## src/rtl/brx_pkg.sv

```systemverilog
package brx_pkg;
   localparam int IDX_W = 3;
   localparam int LEN_W = 2;
   localparam int FLG_N = 7;
   localparam int FLG_Z = 1;
   localparam int FLG_C = 0;

   typedef enum logic [1:0] {BK_NONE, BK_FLAG, BK_BIT} br_kind_e;
   typedef enum logic [2:0] {FC_CC, FC_CS, FC_EQ, FC_NE, FC_MI} flag_cond_e;

   typedef struct packed {
      br_kind_e           kind;
      logic               want_set;
      logic               from_mem;
      logic [IDX_W-1:0]   bit_idx;
      flag_cond_e         fcond;
      logic [LEN_W-1:0]   len;
   } brx_dec_t;
endpackage

```

## src/rtl/brx_decode.sv

```systemverilog
module brx_decode
   import brx_pkg::*;
(
   input  logic [7:0] opcode,
   output brx_dec_t   dec
);
   logic is_bit;
   assign is_bit = (opcode[1:0] == 2'b11) && (opcode[3] == 1'b0);

   always_comb begin
      dec          = '0;
      dec.kind     = BK_NONE;
      dec.fcond    = FC_CC;
      dec.bit_idx  = opcode[7:5];
      dec.from_mem = opcode[2];
      if (is_bit) begin
         dec.kind     = BK_BIT;
         dec.want_set = ~opcode[4];
         dec.len      = opcode[2] ? LEN_W'(3) : LEN_W'(2);
      end else begin
         unique case (opcode)
            8'h90: begin dec.kind = BK_FLAG; dec.fcond = FC_CC; end
            8'hB0: begin dec.kind = BK_FLAG; dec.fcond = FC_CS; end
            8'hF0: begin dec.kind = BK_FLAG; dec.fcond = FC_EQ; end
            8'hD0: begin dec.kind = BK_FLAG; dec.fcond = FC_NE; end
            8'h30: begin dec.kind = BK_FLAG; dec.fcond = FC_MI; end
            default: dec.kind = BK_NONE;
         endcase
         if (dec.kind == BK_FLAG) dec.len = LEN_W'(2);
      end
   end
endmodule

```

## src/rtl/brx_cond.sv

```systemverilog
module brx_cond
   import brx_pkg::*;
#(
   parameter int DATA_W = 8
)(
   input  brx_dec_t          dec,
   input  logic [7:0]        st_flags,
   input  logic [DATA_W-1:0] acc,
   input  logic [DATA_W-1:0] mem_byte,
   output logic              taken_c,
   output logic              invalid_c
);
   logic [DATA_W-1:0] operand;
   logic              sel_bit;
   logic              flag_hit;

   assign operand = dec.from_mem ? mem_byte : acc;

   // bit selector built as an explicit one-hot mux
   logic [DATA_W-1:0] hit_vec;
   for (genvar g = 0; g < DATA_W; g++) begin : g_sel
      assign hit_vec[g] = operand[g] & (dec.bit_idx == IDX_W'(g));
   end
   assign sel_bit = |hit_vec;

   always_comb begin
      unique case (dec.fcond)
         FC_CC:   flag_hit = ~st_flags[FLG_C];
         FC_CS:   flag_hit =  st_flags[FLG_C];
         FC_EQ:   flag_hit =  st_flags[FLG_Z];
         FC_NE:   flag_hit = ~st_flags[FLG_Z];
         FC_MI:   flag_hit =  st_flags[FLG_N];
         default: flag_hit = 1'b0;
      endcase
   end

   always_comb begin
      unique case (dec.kind)
         BK_BIT:  taken_c = (sel_bit == dec.want_set);
         BK_FLAG: taken_c = flag_hit;
         default: taken_c = 1'b0;
      endcase
   end
   assign invalid_c = (dec.kind == BK_NONE);
endmodule

```

## src/rtl/brx_target.sv

```systemverilog
module brx_target #(
   parameter int ADDR_W = 16,
   parameter int DISP_W = 8
)(
   input  logic [ADDR_W-1:0] insn_end,
   input  logic [DISP_W-1:0] disp,
   input  logic              take,
   output logic [ADDR_W-1:0] next_addr
);
   localparam int EXT_W = ADDR_W - DISP_W;
   logic [ADDR_W-1:0] disp_ext;
   assign disp_ext  = {{EXT_W{disp[DISP_W-1]}}, disp};
   assign next_addr = take ? (insn_end + disp_ext) : insn_end;
endmodule

```

## src/rtl/brx_unit.sv

```systemverilog
module brx_unit
   import brx_pkg::*;
#(
   parameter int ADDR_W  = 16,
   parameter int DATA_W  = 8,
   parameter int DISP_W  = 8,
   parameter bit OUT_REG = 1'b1
)(
   input  logic              clk,
   input  logic              rst_n,
   input  logic [7:0]        opcode,
   input  logic [7:0]        st_flags,
   input  logic [DATA_W-1:0] acc,
   input  logic [DATA_W-1:0] mem_byte,
   input  logic [DISP_W-1:0] disp,
   input  logic [ADDR_W-1:0] insn_end,
   output logic              taken,
   output logic [ADDR_W-1:0] target,
   output logic [LEN_W-1:0]  ins_len,
   output logic              invalid
);
   if (DATA_W != (1 << IDX_W)) begin : g_chk_data
      $error("brx_unit: DATA_W must equal 2**IDX_W");
   end
   if (ADDR_W <= DISP_W) begin : g_chk_addr
      $error("brx_unit: ADDR_W must exceed DISP_W");
   end

   brx_dec_t          dec;
   logic              taken_c, invalid_c;
   logic [ADDR_W-1:0] next_c;

   brx_decode u_dec (.opcode(opcode), .dec(dec));

   brx_cond #(.DATA_W(DATA_W)) u_cond (
      .dec(dec), .st_flags(st_flags), .acc(acc), .mem_byte(mem_byte),
      .taken_c(taken_c), .invalid_c(invalid_c));

   brx_target #(.ADDR_W(ADDR_W), .DISP_W(DISP_W)) u_tgt (
      .insn_end(insn_end), .disp(disp), .take(taken_c), .next_addr(next_c));

   if (OUT_REG) begin : g_reg
      always_ff @(posedge clk) begin
         if (!rst_n) begin
            taken   <= 1'b0;
            target  <= '0;
            ins_len <= '0;
            invalid <= 1'b0;
         end else begin
            taken   <= taken_c;
            target  <= next_c;
            ins_len <= dec.len;
            invalid <= invalid_c;
         end
      end
   end else begin : g_comb
      assign taken   = taken_c;
      assign target  = next_c;
      assign ins_len = dec.len;
      assign invalid = invalid_c;
   end
endmodule

```

## config.mk

```make
export PLATFORM = sky130hd
export DESIGN_NAME = brx_unit
export DESIGN_NICKNAME = d
export VERILOG_FILES = /design/src/rtl/brx_pkg.sv /design/src/rtl/brx_decode.sv /design/src/rtl/brx_cond.sv /design/src/rtl/brx_target.sv /design/src/rtl/brx_unit.sv
export SDC_FILE = /design/constraint.sdc
export NUM_CORES = 1
export LEC_CHECK = 0
export ABC_AREA = 1
export BUFFER_PORTS_ARGS = -buffer_cell sky130_fd_sc_hd__buf_4
export CAP_MARGIN = 25
export CORE_MARGIN = 1.5
export CORE_UTILIZATION = 50
export CTS_BUF_LIST = sky130_fd_sc_hd__clkbuf_4
export DETAILED_ROUTE_END_ITERATION = 12
export GPL_TIMING_DRIVEN = 0
export MAX_ROUTING_LAYER = met4
export PLACE_DENSITY_LB_ADDON = 0.15
export SYNTH_ARGS = -nofsm -noshare
export SYNTH_HDL_FRONTEND = slang
export SYNTH_SLANG_ARGS = --single-unit
```

## constraint.sdc

```tcl
create_clock -name clk -period 2.65 [get_ports clk]
set_clock_uncertainty 0.05 [all_clocks]
set_input_delay 0.795 -clock clk [delete_from_list [all_inputs] [get_ports clk]]
set_output_delay 0.795 -clock clk [all_outputs]
set_load 0.005 [all_outputs]
```

==> results.md, run 1 <==
- Outcome: complete, no violations
- Placed insts: around 430
- Resize count post-CTS: 0
- Fin area: around 2500 µm²
- Relative max-transition margin: 77.2%
- Final Hold Viols: 0
- IO Pins: roughly 80
- Grt ovf: 0
- FF+latch count, synth: 20
- Die W: approximately 65 µm
- Overall Global Routing Usage: ~25%
- Antenna violations before repair: 0
- Post-CTS Repair Setup Buffers: 0
- Synth Area in Compound Gates: 8.33%
- Final critical-path required period: 2.29 ns
- Crit. End Element: flop
- Syn Nets: approximately 390
- GPL Wtd Cong: 0.913
- Max H-tree Level: 1
- RSZ-0062 raised after global routing: no
- Post-synth cell types: 27
- Routed wire length: 4910 µm
- Power consumption: 958 µW
- Final cell count without fillers: 437
- Clock share of power: 27.2%
- Detail Placement HPWL: 4010 µm
- Via count: 2138
- Hold buffer count at cts: 0
- Initial Utilization: 51.7%
- Power per Cell Area: 378 nW/µm²
- Maximum vdd drop: 0.000288 V
- Largest net degree at the start of global routing: 13
- Simple-Gate Fraction of Synth Area: 46.3%
- Final ANT Viol Nets: 0
- Crit-path max FO: 4
- Share of cells above drive strength 1: 23.4%
- Worst-path clk slew: 0.12 ns
- Max incr delay on CP: 0.40 ns
- Setup TNS: 0 ns
- DRT iter0 DRCs: between 100 and 150
- Post-synth ARST share: 0%
- Sequential share of power: 34.0%
- Synth Cell Area: 1890 µm²
- DR WL/cell: 11.2 µm
- Leak: 1.42 nW
- Mux contribution to synthesized area: 0%
- Slew Limit Fails: 0
- Core Region: 3660 µm²
- DRC violation count after routing: 0
- Max Fclk: 436 MHz
- Diode count: 0
- Synth Warn #: 0
- Worst Path Required: 2.83 ns
- First-pass GRT wire length: 8130 µm
- Xor/xnor cell area share of the yosys netlist: 5.55%
- CP max-delay cell: fa_1
- Sw Ratio: between 30% and 40%
- Die ar.: 4160 µm²
- Hold WC Path Type: in -> reg
- Root Buffer: clkbuf_4
- Seq/Total Area, Yosys: 21.2%
- Final nets: 464
- Syn_area_per_cell: 6.01 µm²
- Endpoints failing setup: 0
- Prevailing post-synth register cell: dfxtp_1
- Maximum clock insertion buffer count: 2
- Crit-path leading delay family: simple AND/OR/NAND/NOR gates
- Adder-cell share of the synthesized area: 11.0%
- Vias in the first global route: 1912
- Combinational power share: 38.8%
- Switch Pwr: 311 µW
- Row count: 22
- WP buf/inv: 3
- Crit start category: input port
- Number of flops mapped to enable cells by yosys: 0
- MaxCap Viol Count: 0
- Total internal power: 647 µW
- Top cell by count, worst path: nand2_1
- DRT Pass-1 Iters: 5
- Num CTS Buffers: 3
- Die height: about 65 µm
- Slew @ Worst Pin: 0.340 ns
- PortBufs: 70
- Critical path arrival: roughly 2.5 ns
- Critical path class: in -> reg
- Area after DPL: 2480 µm²
- TritonCTS clock tree: yes
- Crit-path cells: buf_4 > ha_1 > inv_1 > fa_1 > inv_1 > nand3_1 > nand2_1 > nand3_1 > nand2_1 > nand3_1 > nand2_1 > nand2_1 > nand2_1 > nand2_1 > nand2_1 > nor2_1
- Post-Synthesis Cells: 315
- Crit share post-route: between 80 and 90%
- Synth-to-Final Area Change: 33.7%
- Drt via density: around 4.9
- Largest family of logic cells by synthesized area: simple AND/OR/NAND/NOR gates
- CTS sink cnt: 20
-- power by group through the flow --
stage / combinational (mW) / sequential (mW) / clock, mW
2_1_floorplan: 0.222 / 0.335 / 0
3_3_place_gp: 0.366 / 0.332 / 0
3_5_place_dp: 0.368 / 0.333 / 0
4_1_cts: 0.370 / 0.326 / 0.262
5_1_grt: 0.419 / 0.328 / 0.273
6_report: 0.372 / 0.326 / 0.261
-- cells by family (layout without fill, tap and decap cells) --
family / Yosys count / count (layout)
AO/OA/AOI/OAI: 30 / 30
XOR/XNOR: 12 / 12
adder cells (fa/ha/maj): 16 / 16
buffers and inverters: 31 / 105
flip-flops: 20 / 20
AND/OR/NAND/NOR: 206 / 206
-- sequential cells by signal (all words and copies together) (netlist names) --
signal and count:
taken 1, target 16, ins_len 2, invalid 1
-- layout make-up --
cell class / count / area, µm²
Fill cell: 347 / 1130
Inverter: 24 / 90.1
Clock buffer: 3 / 22.5
Buffer: 7 / 55.1
Clock inverter: 1 / 30.0
Timing Repair Buffer: 70 / 526
Multi-Input combinational cell: 264 / 1350
Tap cell: 48 / 60.1
Sequential cell: 20 / 400
-- worst paths after layout --
kind,from,endpoint,slack (ns),depth (start not counted)
worst max-delay path,insn_end[0],target[14],0.36,16
worst min-delay path,insn_end[2],target[2],0.65,3
-- through the flow --
step	utilization (%)	worst slack, ns	hold slack, ns
6_report	69.1	0.358	0.654
3_5_place_dp	67.7	0.0344	0.990
4_1_cts	69.1	0.371	0.658
3_3_place_gp	67.7	0.0440	0.983
5_1_grt	69.1	0.193	0.660
2_1_floorplan	-	0.356	0.880
-- layer usage --
layer  up-vias  track usage, %  share of wire [%]
met2        58            39.2                 44
met3         8            4.34                4.8
met5         -               -                  0
met1       919            34.2                 50
met4         0            4.79                1.2
li1       1153               -                  -
-- layout by cell type, fill, tap and decap left out, types with 2 or more instances in the layout --
cell type	count
nand2_1	106
buf_4	73
nor2_1	56
nand3_1	21
inv_1	20
dfxtp_1	20
a21oi_1	18
ha_1	15
nand3b_1	11
o21ai_0	9
xor2_1	9
nor3_1	4
inv_2	4
xnor2_1	3
clkbuf_4	3
buf_6	2
buf_2	2
a21o_1	2
-- synth_stat cells (2+ instances only) --
cell type	instances	share of area, %
nor2_1	56	11
buf_2	2	0.53
a21oi_1	18	4.8
inv_1	20	4.0
nand2_1	106	21
nor3_1	4	1.1
xnor2_1	3	1.4
nand3_1	21	5.6
o21ai_0	9	2.4
ha_1	15	9.9
buf_6	2	1.2
nand3b_1	11	4.4
buf_4	3	1.2
a21o_1	2	0.79
inv_2	4	0.79
xor2_1	9	4.2
dfxtp_1	20	21
No activity file was read; power rests on OpenSTA's default activity.
==> run 2, diff against run 1 <==
CORE_MARGIN = unset   (was 1.5)
==> run 2 against run 1 <==
Effect of this change: wire length increased by 3.0%; global-route usage up 1.9 points; first-iteration DRC count is 4.1% higher; core utilization rose by 3.8 points; sequential share of layout area barely moved; non-clock buffer count stayed put; total power is essentially flat; hold slack better by 0.010 ns; critical endpoint unchanged; largest cell class unchanged.
==> results.md, run 2 (synthesized netlist as in run 1, its figures left out) <==
- Grt ovf: 0
- Fin area: 2530 µm²
- Post-CTS Repair Setup Buffers: 0
- Root Buffer: clkbuf_4
- Worst Setup Slack, final: approximately 0.27 ns
- Resize count post-CTS: 0
- Placed insts: between 400 and 500
- TritonCTS clock tree: yes
- Fillers: 348
- Overall Global Routing Usage: between 20% and 30%
- Final cell count without fillers: 435
- Most frequent cells in the layout: nand2_1, buf_4, nor2_1
- Hold buffer count at cts: 0
- Multi-input logic area: between 1000 and 1500 µm²
- Die ar.: 4040 µm²
- WP buf/inv: 3
- Crit start category: input port
- Synth-to-Final Area Change: 33.6%
- Critical path arrival: 2.55 ns
- CTS sink cnt: 20
- Setup TNS: 0 ns
- Top cell by count, worst path: nand2_1
- Endpoints failing setup: 0
- Max Fclk: between 400 and 500 MHz
- Crit. End Element: flop
- Maximum vdd drop: 0.000241 V
- Final nets: approximately 460
- Largest regs: target: 16 flops, ins_len: 2 flops
- Crit-path leading delay family: simple AND/OR/NAND/NOR gates
- Worst-path clk slew: 0.12 ns
- Commonest non-fill, non-tap cell in the layout: nand2_1
- PortBufs: 70
- Core Region: 3470 µm²
- Leak: 1.42 nW
- DRC violation count after routing: 0
- Via count: 2160
- Drt via density: 4.97
- Row count: 21
- Final critical-path required period: 2.38 ns
- Max FFs per register: 16
- Initial Utilization: a little over half
- Final Hold Viols: 0
- Die height: roughly 64 µm
- Register area: 400 µm²
- Largest net degree at the start of global routing: 13
- DRT iter0 DRCs: approximately 150
- Slew @ Worst Pin: between 0.3 and 0.4 ns
- Crit share post-route: 90.0%
- Routed wire length: 5060 µm
- Biggest register: target
- Critical path class: in -> reg
- CP max-delay cell: fa_1
- Detail Placement HPWL: 4170 µm
- First-pass GRT wire length: approximately 8500 µm
- IO Pins: a little under 80
- Maximum clock insertion buffer count: 2
- Num CTS Buffers: 3
- Final ANT Viol Nets: 0
- Area after DPL: 2480 µm²
- Crit-path cells: buf_4 > ha_1 > inv_1 > fa_1 > inv_1 > nand3_1 > nand2_1 > nand3_1 > nand2_1 > nand3_1 > nand2_1 > nand2_1 > nand2_1 > nand2_1 > nand2_1 > nor2_1
- Power per Cell Area: 379 nW/µm²
- Vias in the first global route: 1874
- DRT Pass-1 Iters: 4
- Antenna violations before repair: 0
- RSZ-0062 raised after global routing: no
- GPL Wtd Cong: around 0.89
- MaxCap Viol Count: 0
- Outcome: complete, no violations
- Diode count: 0
- Worst Path Required: around 2.8 ns
- Crit-path max FO: 4
- Max incr delay on CP: 0.39 ns
- Share of cells above drive strength 1: a little under a quarter
- Die W: 63.5 µm
- Hold WC Path Type: in -> reg
- Slew Limit Fails: 0
- Max H-tree Level: 1
- Setup WS pre-CTS: -0.0424 ns
- DR WL/cell: 11.6 µm
- Relative max-transition margin: 74.1%
-- run 2: final timing paths --
check / start / endpoint / cells after the start
setup / recovery: insn_end[0] / target[14] / 16
hold / removal: insn_end[5] / target[5] / 3
-- run 2: cell type report --
| class | instances | share of cell area [%] |
|---|---|---|
| inverters | 24 | 3.56 |
| clock buffers | 3 | 0.891 |
| clock inverters | 1 | 1.19 |
| well taps | 46 | 2.28 |
| multi-input cells | 264 | 53.3 |
| plain buffers | 7 | 2.18 |
| flip-flops and latches | 20 | 15.8 |
| repair buffers | 70 | 20.8 |
-- run 2: through the flow --
stage | utilization [%] | hold slack (ns) | power, mW
floorplan | - | 0.880 | 0.557
global placement | 71.4 | 0.980 | 0.698
detailed placement | 71.4 | 0.984 | 0.703
CTS | 72.9 | 0.659 | 0.960
global route | 72.9 | 0.665 | 1.02
finish | 72.9 | 0.664 | 0.958
-- run 2: routing by layer --
| metal | GRT usage (%) | share of wire (%) | vias to the layer above |
|---|---|---|---|
| li1 | - | - | 1156 |
| met4 | 3.13 | 0.26 | 0 |
| met2 | 41.0 | 44 | 72 |
| met3 | 5.62 | 6.4 | 2 |
| met5 | - | 0 | - |
| met1 | 37.3 | 49 | 930 |
-- run 2: power breakdown --
group          switching [mW]  leakage, nW  internal (mW)
clock                   0.104       0.0279          0.153
sequential            0.00555        0.166          0.321
combinational           0.201         1.22          0.174
==> run 3, diff against run 2 <==
ABC_CLOCK_PERIOD_IN_PS = 2650   (was unset)
SYNTH_HIERARCHICAL = 1   (was unset)
==> run 3 against run 2 <==
Effect of this change: hold slack got worse by 0.0025 ns; final area increased by 16%; final cell count increased by 21%; total power increased by 0.30%; sequential power decreased by 2%; combinational power increased by 2%; critical path depth increased by 3; flip-flop and latch count unchanged; count of clock-buffer cells in the layout unchanged; clock power about the same; global-route usage decreased by 2.4 points; via count increased by 15%.
==> results.md, run 3 <==
- DRT iter0 DRCs: around 110
- Final cell count without fillers: 528
- Top cell by count, worst path: nand2_1
- First-pass GRT wire length: between 8000 and 9000 µm
- Met3 WL: 286 µm
- WP buf/inv: 5
- Endpoints failing setup: 0
- Biggest register: target
- Crit share post-route: between 90% and 100%
- Synth area leader: nand2_1
- Crit-path cells: buf_4 > nor2_2 > nand2_2 > nor2_2 > nand3_2 > nand2_2 > inv_1 > nand2_1 > o21ai_0 > xor2_1 > nor2_1 > o21ai_1 > a21oi_2 > buf_4 > clkbuf_4 > nand3_1 > nand2_1 > nand2_1 > inv_1
- Via count: 2486
- Power per Cell Area: about 330 nW/µm²
- Seq/Total Area, Yosys: between 10% and 20%
- Final nets: approximately 560
- Post-synth cell types: 32
- Setup WS pre-CTS: -0.456 ns
- PortBufs: 71
- Antenna violations before repair: 0
- Diode count: 0
- Relative max-transition margin: 86.8%
- Overall Global Routing Usage: 24.5%
- Top-count cell post-synth: nand2_1
- Crit. End Element: flop
- Root Buffer: clkbuf_4
- WHS: 0.662 ns
- Ranking of synthesized cells by area: nand2_1, dfxtp_1, inv_1
- Hold buffer count at cts: 0
- Routed wire length: 5300 µm
- CTS sink cnt: 20
- Commonest non-fill, non-tap cell in the layout: nand2_1
- Vias in the first global route: 2126
- M1 wire length: 2560 µm
- Leak: ~1.8 nW
- Crit start category: input port
- Initial Utilization: a little over half
- Crit-path leading delay family: simple AND/OR/NAND/NOR gates
- Final critical-path required period: 2.50 ns
- DRT Pass-1 Iters: 4
- Share of cells above drive strength 1: 26.2%
- Max H-tree Level: 1
- Max layer used: met4
- Worst-path clk slew: 0.13 ns
- Metal2 WL: 2440 µm
- Grt ovf: 0
- Outcome: complete, no violations
- Prevailing post-synth register cell: dfxtp_1
- FF+latch count, synth: 20
- GPL Wtd Cong: 0.906
- Row count: 23
- Worst Setup Slack, final: ~0.15 ns
- IO Pins: 78
- Die W: 68.7 µm
- Maximum vdd drop: between 0.0002 and 0.00025 V
- Max FFs per register: 16
- Number of flops mapped to enable cells by yosys: 0
- TritonCTS clock tree: yes
- Slew Limit Fails: 0
- Detail Placement HPWL: 4270 µm
- DR WL/cell: 10.0 µm
- Synth Cell Area: 2220 µm²
- Die ar.: 4720 µm²
- Most frequent cells in the layout: nand2_1, buf_4, inv_1
- Die height: approximately 70 µm
- Critical path class: in -> reg
- Core Region: 4140 µm²
- Worst setup path startpoint: opcode[1]
- Post-Synthesis Cells: 399
- Max Fclk: 400 MHz
- Share of the synthesized area in the top cell type: 28.9%
- Syn Nets: between 400 and 500
- Power consumption: 961 µW
- Hold WC Path Type: in -> reg
- Final Hold Viols: 0
- Synth cell count leaders: nand2_1, inv_1, nor2_1, nand3_1, dfxtp_1
- DRC violation count after routing: 0
- Crit-path max FO: 10
- Drt via density: 4.71
- Synth Warn #: 6
- Largest net degree at the start of global routing: 20
- Final ANT Viol Nets: 0
- Maximum clock insertion buffer count: 2
- Critical path arrival: 2.72 ns
- Worst Setup EP: target[5]
- Fillers: roughly 390
- Post-synth ARST share: 0%
- MaxCap Viol Count: 0
- Stages on the worst setup path: 19
- Num CTS Buffers: 3
- CP max-delay cell: a21oi_2
- Largest regs: target: 16 flops, ins_len: 2 flops
- Syn_area_per_cell: 5.58 µm²
- Placed insts: 520
- Synth-to-Final Area Change: 31.9%
- Max incr delay on CP: 0.23 ns
- Slew @ Worst Pin: ~0.20 ns
- Worst Path Required: ~2.9 ns
==> run 3: changes by cell type in the layout (fill, tap and decap cells not counted), moves of 3 or more <==
cell / delta
buf_4: +8
nor2_2: +7
or2_1: +4
inv_1: +46
nand2_2: +12
nand3b_1: -9
xor2_1: -8
nor2_1: -31
o21ai_0: -5
a21oi_1: -10
nand2_1: +64
ha_1: +3
==> run 3: tightest hold or removal path: cells and delay by family <==
family                 cells  cell delay (ns)
and+or+nand+nor            1             0.05
buffers and inverters      2             0.15
==> run 3: cells by family (layout without fill, tap and decap cells) <==
logic type | count (synthesis) | in the layout | share of synthesized area [%]
simple gates | 257 | 257 | 49.3
buf+inv | 83 | 162 | 16.1
flops | 20 | 20 | 18.0
fa+ha+maj | 19 | 19 | 11.0
compound gates | 16 | 16 | 3.94
xor+xnor | 4 | 4 | 1.58
==> run 3: power breakdown <==
group	internal [mW]	switching, mW
Sequential	0.317	0.00449
Clock	0.153	0.106
Combinational	0.177	0.204
Total	0.647	0.314
==> run 3: final cells by class <==
cell class | instances | area (µm²) | share of cell area [%]
well taps | 50 | 62.6 | 2.13
inverters | 73 | 287 | 9.77
clock buffers | 3 | 22.5 | 0.768
multi-input cells | 296 | 1480 | 50.5
plain buffers | 9 | 78.8 | 2.69
flip-flops and latches | 20 | 400 | 13.6
repair buffers | 76 | 571 | 19.4
clock inverters | 1 | 30.0 | 1.02
==> run 3: what timing repair did <==
action / in CTS / in global routing
setup buffers: 3 / 2
resized for setup: 0 / 12
pin swaps: 1 / 4
setup endpoints to repair: 10 / 16
cloned: 0 / 0
==> run 3: worst min-delay path by stage <==
stage                            from          to  slack [ns]  cells past startpoint
after floorplan           insn_end[0]   target[0]        0.93                      4
after global placement          rst_n   target[0]        0.98                      3
after detailed placement        rst_n  target[15]        0.99                      3
after CTS                       rst_n   target[8]        0.65                      3
after global routing            rst_n       taken        0.65                      3
final                           rst_n  target[13]        0.66                      3
==> run 3: per-stage QoR <==
step / setup TNS [ns] / area (µm²) / util (%)
floorplan: 0 / 2230 / -
global placement: -5.83 / 2820 / 68.1
detailed placement: -6.04 / 2820 / 68.1
CTS: 0 / 2890 / 69.8
global route: -0.0660 / 2930 / 70.8
finish: 0 / 2930 / 70.8
==> run 3: metal layers <==
layer / GRT usage (%) / vias up
li1: - / 1351
met1: 31.7 / 1073
met2: 40.2 / 60
met3: 3.95 / 2
met4: 4.85 / 0
met5: - / -
